==> src/rtl/s3w_pkg.sv <==
package s3w_pkg;

    localparam int ID_W   = 2;
    localparam int ADDR_W = 5;
    localparam int DATA_W = 8;
    localparam logic [ID_W-1:0] DEVICE_ID = 2'b01;
    localparam logic            DIR_WRITE = 1'b1;

    typedef struct packed {
        logic [ID_W-1:0]   chip;
        logic              dir;
        logic [ADDR_W-1:0] addr;
        logic [DATA_W-1:0] data;
    } frame_t;

    localparam int FRAME_BITS = $bits(frame_t);

    typedef enum logic [ADDR_W-1:0] {
        REG_TIMING = 5'd0,
        REG_ZDET   = 5'd1
    } reg_addr_e;

    typedef struct packed {
        logic [2:0] clk_mode;
        logic       run;
    } timing_reg_t;

    typedef struct packed {
        logic zero_and;
    } zdet_reg_t;

    localparam timing_reg_t TIMING_DEFAULT = '{clk_mode: 3'd0, run: 1'b1};
    localparam zdet_reg_t   ZDET_DEFAULT   = '{zero_and: 1'b0};

    function automatic logic frame_ok(input frame_t f);
        return (f.chip == DEVICE_ID) && (f.dir == DIR_WRITE);
    endfunction

    function automatic timing_reg_t to_timing(input logic [DATA_W-1:0] d);
        timing_reg_t t;
        t.run      = d[0];
        t.clk_mode = d[3:1];
        return t;
    endfunction

    function automatic zdet_reg_t to_zdet(input logic [DATA_W-1:0] d);
        zdet_reg_t z;
        z.zero_and = d[0];
        return z;
    endfunction

endpackage

==> src/rtl/s3w_sync.sv <==
module s3w_sync #(
    parameter int               WIDTH     = 3,
    parameter int               STAGES    = 2,
    parameter logic [WIDTH-1:0] RESET_VAL = '0
) (
    input  logic             clk,
    input  logic             rst,
    input  logic [WIDTH-1:0] din,
    output logic [WIDTH-1:0] dout
);
    logic [WIDTH-1:0] stg [STAGES];

    always_ff @(posedge clk) begin
        if (rst) begin
            for (int i = 0; i < STAGES; i++) stg[i] <= RESET_VAL;
        end else begin
            stg[0] <= din;
            for (int i = 1; i < STAGES; i++) stg[i] <= stg[i-1];
        end
    end

    assign dout = stg[STAGES-1];
endmodule

==> src/rtl/s3w_shifter.sv <==
module s3w_shifter
    import s3w_pkg::*;
(
    input  logic   clk,
    input  logic   rst,
    input  logic   csn_s,
    input  logic   sclk_s,
    input  logic   sdi_s,
    output frame_t frame_o,
    output logic   frame_vld_o
);
    localparam int CNT_MAX = FRAME_BITS + 1;
    localparam int CNT_W   = $clog2(CNT_MAX + 1);

    logic                  csn_q;
    logic                  sclk_q;
    logic [FRAME_BITS-1:0] shreg;
    logic [CNT_W-1:0]      cnt;
    logic                  sclk_rise;
    logic                  csn_rise;

    assign sclk_rise = sclk_s && !sclk_q && !csn_s;
    assign csn_rise  = csn_s && !csn_q;

    always_ff @(posedge clk) begin
        if (rst) begin
            csn_q       <= 1'b1;
            sclk_q      <= 1'b0;
            shreg       <= '0;
            cnt         <= '0;
            frame_vld_o <= 1'b0;
        end else begin
            csn_q       <= csn_s;
            sclk_q      <= sclk_s;
            frame_vld_o <= csn_rise && (cnt == CNT_W'(FRAME_BITS));
            if (csn_s) begin
                cnt <= '0;
            end else if (sclk_rise) begin
                shreg <= {shreg[FRAME_BITS-2:0], sdi_s};
                if (cnt != CNT_W'(CNT_MAX)) cnt <= cnt + 1'b1;
            end
        end
    end

    assign frame_o = frame_t'(shreg);

    // the bit counter never passes its saturation value
    p_cnt_sat_r5: assert property (@(posedge clk) disable iff (rst)
        cnt <= CNT_W'(CNT_MAX));

    // with select high the count is empty on the next cycle
    p_abort_clears_r6: assert property (@(posedge clk) disable iff (rst)
        csn_s |=> (cnt == '0));

    // no data shifts in while select is high
    p_no_shift_idle_r10: assert property (@(posedge clk) disable iff (rst)
        (csn_s && csn_q) |=> $stable(shreg));

    // a commit request lasts one cycle
    p_vld_pulse_r2: assert property (@(posedge clk) disable iff (rst)
        frame_vld_o |=> !frame_vld_o);
endmodule

==> src/rtl/s3w_regfile.sv <==
module s3w_regfile
    import s3w_pkg::*;
(
    input  logic        clk,
    input  logic        rst,
    input  logic        frame_vld_i,
    input  frame_t      frame_i,
    output timing_reg_t timing_o,
    output zdet_reg_t   zdet_o
);
    timing_reg_t timing_q;
    zdet_reg_t   zdet_q;
    logic        accept;
    logic        wr_timing;
    logic        wr_zdet;

    assign accept    = frame_vld_i && frame_ok(frame_i);
    assign wr_timing = accept && (frame_i.addr == REG_TIMING);
    assign wr_zdet   = accept && (frame_i.addr == REG_ZDET);

    always_ff @(posedge clk) begin
        if (rst) begin
            timing_q <= TIMING_DEFAULT;
            zdet_q   <= ZDET_DEFAULT;
        end else begin
            if (wr_timing) timing_q <= to_timing(frame_i.data);
            if (wr_zdet)   zdet_q   <= to_zdet(frame_i.data);
        end
    end

    assign timing_o = timing_q;
    assign zdet_o   = zdet_q;

    // wrong identity leaves both registers alone
    p_bad_id_r3: assert property (@(posedge clk) disable iff (rst)
        (frame_vld_i && frame_i.chip != DEVICE_ID) |=> ($stable(timing_q) && $stable(zdet_q)));

    // read direction leaves both registers alone
    p_bad_dir_r4: assert property (@(posedge clk) disable iff (rst)
        (frame_vld_i && frame_i.dir != DIR_WRITE) |=> ($stable(timing_q) && $stable(zdet_q)));

    // without a commit request nothing changes
    p_idle_hold_r5: assert property (@(posedge clk) disable iff (rst)
        !frame_vld_i |=> ($stable(timing_q) && $stable(zdet_q)));

    // a timing write leaves the zero-mode register unchanged
    p_timing_only_r7: assert property (@(posedge clk) disable iff (rst)
        (frame_vld_i && frame_i.addr == REG_TIMING) |=> $stable(zdet_q));

    // unmapped addresses write nothing
    p_unmapped_r9: assert property (@(posedge clk) disable iff (rst)
        (frame_vld_i && frame_i.addr != REG_TIMING && frame_i.addr != REG_ZDET)
        |=> ($stable(timing_q) && $stable(zdet_q)));
endmodule

==> src/rtl/s3w_ctrl_port.sv <==
module s3w_ctrl_port
    import s3w_pkg::*;
#(
    parameter int SYNC_STAGES = 2
) (
    input  logic       clk,
    input  logic       rst,
    input  logic       csn_i,
    input  logic       sclk_i,
    input  logic       sdi_i,
    output logic       run_o,
    output logic [2:0] clk_mode_o,
    output logic       zero_and_o
);
    localparam int NSIG = 3;
    localparam logic [NSIG-1:0] IDLE = 3'b100;

    logic [NSIG-1:0] pins_s;
    frame_t          frame;
    logic            frame_vld;
    timing_reg_t     timing;
    zdet_reg_t       zdet;

    s3w_sync #(.WIDTH(NSIG), .STAGES(SYNC_STAGES), .RESET_VAL(IDLE)) u_sync (
        .clk  (clk),
        .rst  (rst),
        .din  ({csn_i, sclk_i, sdi_i}),
        .dout (pins_s)
    );

    s3w_shifter u_shift (
        .clk         (clk),
        .rst         (rst),
        .csn_s       (pins_s[2]),
        .sclk_s      (pins_s[1]),
        .sdi_s       (pins_s[0]),
        .frame_o     (frame),
        .frame_vld_o (frame_vld)
    );

    s3w_regfile u_regs (
        .clk         (clk),
        .rst         (rst),
        .frame_vld_i (frame_vld),
        .frame_i     (frame),
        .timing_o    (timing),
        .zdet_o      (zdet)
    );

    assign run_o      = timing.run;
    assign clk_mode_o = timing.clk_mode;
    assign zero_and_o = zdet.zero_and;

    // defaults one cycle after reset
    p_reset_vals_r1: assert property (@(posedge clk)
        $past(rst) |-> (run_o && clk_mode_o == 3'd0 && !zero_and_o));
endmodule

==> config.mk <==
export PLATFORM = sky130hd
export DESIGN_NAME = s3w_ctrl_port
export DESIGN_NICKNAME = d
export VERILOG_FILES = /design/src/rtl/s3w_pkg.sv /design/src/rtl/s3w_sync.sv /design/src/rtl/s3w_shifter.sv /design/src/rtl/s3w_regfile.sv /design/src/rtl/s3w_ctrl_port.sv
export SDC_FILE = /design/constraint.sdc
export NUM_CORES = 1
export LEC_CHECK = 0
export ABC_AREA = 1
export BUFFER_PORTS_ARGS = -buffer_cell sky130_fd_sc_hd__buf_4
export CORE_MARGIN = 2
export CORE_UTILIZATION = 55
export DETAILED_ROUTE_END_ITERATION = 8
export PLACE_DENSITY_LB_ADDON = 0.15
export RECOVER_POWER = 25
export SLEW_MARGIN = 20
export SYNTH_ARGS = -nofsm -noshare
export SYNTH_HDL_FRONTEND = slang
export SYNTH_SLANG_ARGS = --single-unit
==> constraint.sdc <==
create_clock -name clk -period 1.25 [get_ports clk]
set_input_delay 0 -clock clk [delete_from_list [all_inputs] [get_ports clk]]
set_output_delay 0 -clock clk [all_outputs]
set_load 0.05 [all_outputs]
# After elaboration in Yosys (flattened, before gate mapping)
# Memory sizes are Yosys's and may differ from the RTL's.
# Cells that the tools add are included.
dict set report word_totals {
  ff_bits 29
  ramBits 6
  wordCells 37
  n_memories 1
}
dict set report classes {
  add_sub_neg 1
  eq_ne 4
  muxes 5
  n_bitwise 3
  n_reduce_logical 15
}
# memory words width rd rd_clocked_by_memory_dff write_ports line
set memory_table {}
lappend memory_table {u_sync.stg 2 3 2 0 2 s3w_sync.sv:11} ;# logic [WIDTH-1:0] stg [STAGES];
# op count
set ops {}
lappend ops {{logical AND 1 bit} 8}
lappend ops {{two-way mux 3 bit} 2}
lappend ops {{adder 5 x 1 -> 5 bit, second input constant} 1}
lappend ops {{== test 5 x 1 -> 1 bit, second input constant} 1}
lappend ops {{== test 5 bit, second input constant} 1}
lappend ops {{logical NOT 5 bit} 1}
lappend ops {{inequality test 5 bit, second input constant} 1}
lappend ops {{AND reduction 2 bit} 2}
lappend ops {{logical NOT 1 bit} 3}
lappend ops {{two-way mux 1 bit} 3}
lappend ops {{== test 2 x 1 -> 1 bit, second input constant} 1}
lappend ops {{bitwise OR 1 bit} 2}
lappend ops {{OR reduction 2 bit} 1}
lappend ops {{NOT 1 bit} 1}

# Longest topological paths before layout
dict set report depth {
  ltp_word 4
  mapped_depth 8
}

# Modules after synthesis
# From an unflattened synthesis, not the netlist that was laid out.
dict set report hier_totals {
  hier_cells 193
  area_unflattened_um2 1471.4
}
# mod instances cells_each area_per_inst_um2 seq_area_each_um2
set modules_own_cells {}
lappend modules_own_cells {s3w_shifter 1 123 960.9 480.5}
lappend modules_own_cells {s3w_regfile 1 48 319.1 100.1}
lappend modules_own_cells {s3w_sync 1 22 191.4 120.1}

# Worst setup path before layout
# OpenSTA, ideal clock, no wires.
dict set report synth_path {
  path_kind {register to register}
  from {register u_shift.cnt[1]}
  to {register u_shift.cnt[3]}
  setup_time_ps 70
  t_arrival_ps 1090
  required_time_ps 1180
  path_slack_ps 90
  path_stages_with_launch 8
  n_path_buf 0
  period_less_slack_ps 1160
  path_cell_list {dfxtp_1 -> inv_1 -> ha_1 -> nand2_1 -> inv_1 -> a21oi_1 -> nand2_1 -> a21oi_1}
}
dict set report synth_between {
  elab_chain_cells 2
  word_cells_on_any_way 3
  cone_classes {add/sub: 1; eq/ne: 1; reduce/logical: 1}
}
# item line
set synth_rtl {}
lappend synth_rtl {{start: declaration} s3w_shifter.sv:18} ;# logic [CNT_W-1:0] cnt;
lappend synth_rtl {{start signal: assignment} s3w_shifter.sv:40} ;# if (cnt != CNT_W'(CNT_MAX)) cnt <= cnt + 1'b1;
lappend synth_rtl {{branches (longest 2 deep; another with adder 5 x 1 -> 5 bit)} -}
# Several ways; the timed one is not identified.
# A chain may end at the register's enable or synchronous reset.

# Final worst setup path
dict set report layout_path {
  from {register u_shift.cnt[1]}
  to {register u_shift.cnt[0]}
}
dict set report layout_between {
  elab_chain_cells 2
}
# item line
set layout_rtl {}
lappend layout_rtl {{inequality test 5 bit} s3w_shifter.sv:40}
lappend layout_rtl {{AND reduction 2 bit (no line)} -}
# No other way between the ends.

==> out/metrics.cfg <==
[power]
clock_power_share_pct = 40.0
sequentialPowerShare_pct = 56.0
p_sw_uw = 439
cellPowerDensity_nw_per_um2 = 1200
p_comb_share_pct = 4.0
p_sw_share_pct = 21.6
peakVddDrop_mv = 1.26
p_leak_uw = 0.000679
p_int_uw = 1590
finalPower_uw = 2030

[drt]
drc = 0
avgViaCountPerCell = 4.85
wire_per_inst_um = 10.5
drtIter0Drc = 18
via_count = 1144
dr.pass1.iters = 4
ant_nets = 0
wl_mm = 2.47

[clock_network]
clk_pin_slew_worst_paths_ns = 0.11
cts_tree = done
cts_root_buf = clkbuf_4
h-tree-depth = 2
cts_made_buffers = 5
clkLatencyLatePin_ns = 0.34
numClockSinks = 35
clock_path_buffers = 2
postCtsSetupBuffers = 0

[critical_path]
reg2reg_setup_slack_ns = 0.04
critPathMaxFanout = 5
crit_buf_inv = 2
slowest_stage = dfxtp_1
crit_chain = inv_1 > ha_1 > nand2_1 > inv_1 > nand2_1 > nand2_2 > o21ai_1 > nor2_1
cp.arrival_ns = 1.44
critPathRequiredTime_ns = 1.48
critPathCaptureType = register
startpoint_type = register
worst_path_largest_cell_delay_ns = 0.34
worstSetupPathType = register to register
critical_path.top_delay_family = flip-flops

[grt]
grt_pass1_wl_mm = 4.03
grtUsageTotal_pct = 19.1
antenna_found_initial = 0
gr-total-overflow = 0
grt_max_degree = 17
grt_pass1_vias = 996

[floorplanning]
pin_count = 10
dieArea_um2 = 2980
die_h_um = 54.6
coreArea_um2 = 2450
die_w_um = 54.6
rows = 18
initial_utilization_pct = 57.4

[synthesis]
synth_cells = 183
yosys.area.top_type = dfxtp_1
synthDistinctLibCells = 21
avgSynthCellArea_um2 = 7.70
syn_area_um2 = 1410
ys_warn_count = 0
synth_top_area_share_pct = 49.7
seq_area_frac_synth_pct = 49.7
ys_ff_latch = 35
synth_area_leaders = dfxtp_1 (50%), nand2_1 (9.3%), inv_1 (8.5%)
syn-num-nets = 191

[timing]
maxSlewViolCount = 0
min_period_ns = 1.21
worst_slew_pin_slew_ns = 0.393
final.period_utilization_pct = 96.8
setup_tns_ns = 0
hold_viol = 0
setup_viol = 0
skew_ns = 0.0169
slew_headroom_pct = 73.8
max_freq_mhz = 826
rsz0062_at_grt = true

[final_layout]
diodes = 0
area_delta_synth_final_pct = 19.5
final_cell_mix = nand2_1 (35), dfxtp_1 (34), inv_1 (32)
nets = 213
stdcell_count = 236
drive_above_1_share_pct = 15.0
final_common_cell = nand2_1
fill_cells = 196

[placement]
gp_congestion = 0.818
place.port_buffers = 9
place_inst = 220
post-dp-hpwl_mm = 1.60

[min_path]
min_path_type = input pin to register

[status]
outcome = completed

[job]
drv_cap = 0

## registers in the layout, summed over array words and instances, names as in the netlist
signal	count
u_shift.frame_vld_o	1
u_sync.stg	6
u_regs.zdet_o	1
u_shift.sclk_q	1
u_regs.timing_o	4
u_shift.frame_o	16
u_shift.cnt	5
u_shift.csn_q	1
## cell usage after synthesis, drive strengths merged
library cell	count
or2	2
nand2	36
buf	5
inv	33
nand4	7
clkbuf	1
nor2	18
o21ai	13
a21oi	20
nor4	1
dfxtp	35
ha	3
nand3	8
nor3	1
## final cells by class
class | count | area [um^2] | share of cell area, %
inverters | 33 | 124 | 7.36
multi-input cells | 109 | 558 | 33.1
well taps | 30 | 37.5 | 2.23
clock inverters | 3 | 43.8 | 2.60
flip-flops and latches | 35 | 704 | 41.8
repair buffers | 21 | 179 | 10.6
clock buffers | 5 | 37.5 | 2.23
## worst paths after layout
path	from	to	cells after the start
worst max-delay path	u_shift.cnt[1]$_SDFFE_PP0P_	u_shift.cnt[0]$_SDFFE_PP0P_	8
worst min-delay path	rst	u_regs.timing_o[0]$_SDFFE_PP1P_	3
worst max register to register	u_shift.cnt[1]$_SDFFE_PP0P_	u_shift.cnt[0]$_SDFFE_PP0P_	8
worst min register to register	u_shift.csn_q$_SDFF_PP1_	u_shift.frame_vld_o$_SDFF_PP0_	1
## through the flow
| step | hold slack [ns] | util, % | instance area [um^2] | setup slack [ns] |
|---|---|---|---|---|
| 3_5_place_dp | 0.188 | 61.9 | 1520 | -0.0211 |
| 5_1_grt | 0.350 | 68.6 | 1680 | -0.0388 |
| 2_1_floorplan | 0.0767 | - | 1410 | 0.0905 |
| 3_3_place_gp | 0.187 | 61.9 | 1520 | 0.0968 |
| 4_1_cts | 0.112 | 68.6 | 1680 | 0.0367 |
| 6_report | 0.295 | 68.6 | 1680 | 0.0395 |
## layer usage
layer | track usage, % | wire, um | vias to the layer above
met5 | 0 | 0 | -
met4 | 5.00 | 22 | 0
met3 | 8.20 | 116 | 3
met2 | 33.1 | 1200 | 20
met1 | 21.2 | 1140 | 499
li1 | - | - | 622
## power groups by stage
stage	registers (uW)	clock network, uW	logic [uW]
after floorplan	1160	0	41.3
after global placement	1160	0	58.3
after detailed placement	1160	0	60.2
after CTS	1140	826	79.8
after global routing	1140	865	92.3
final	1130	811	80.1
## worst register-to-register path: stages (launching register included)
cell and delay (ns):
dfxtp_1 0.34, inv_1 0.06, ha_1 0.18, nand2_1 0.07, inv_1 0.06, nand2_1 0.09, nand2_2 0.10, o21ai_1 0.17
nor2_1 0.06
## kinds of logic (layout without fill, tap and decap cells)
group | count (synthesis) | after routing | synth area share [%]
compound gates | 33 | 33 | 11.7
fa+ha+maj | 3 | 3 | 2.66
buf+inv | 39 | 62 | 11.5
flops | 35 | 35 | 49.7
simple gates | 73 | 73 | 24.4
## what timing repair did
action                                  in CTS  in global routing
hold endpoints to repair                    13                  1
endpoints found under the setup margin       3                 14
hold buffers                                 8                  1
resized for setup                            1                  4
pin swaps                                    0                  0
Note: power is estimated with default switching activity, not from simulation.
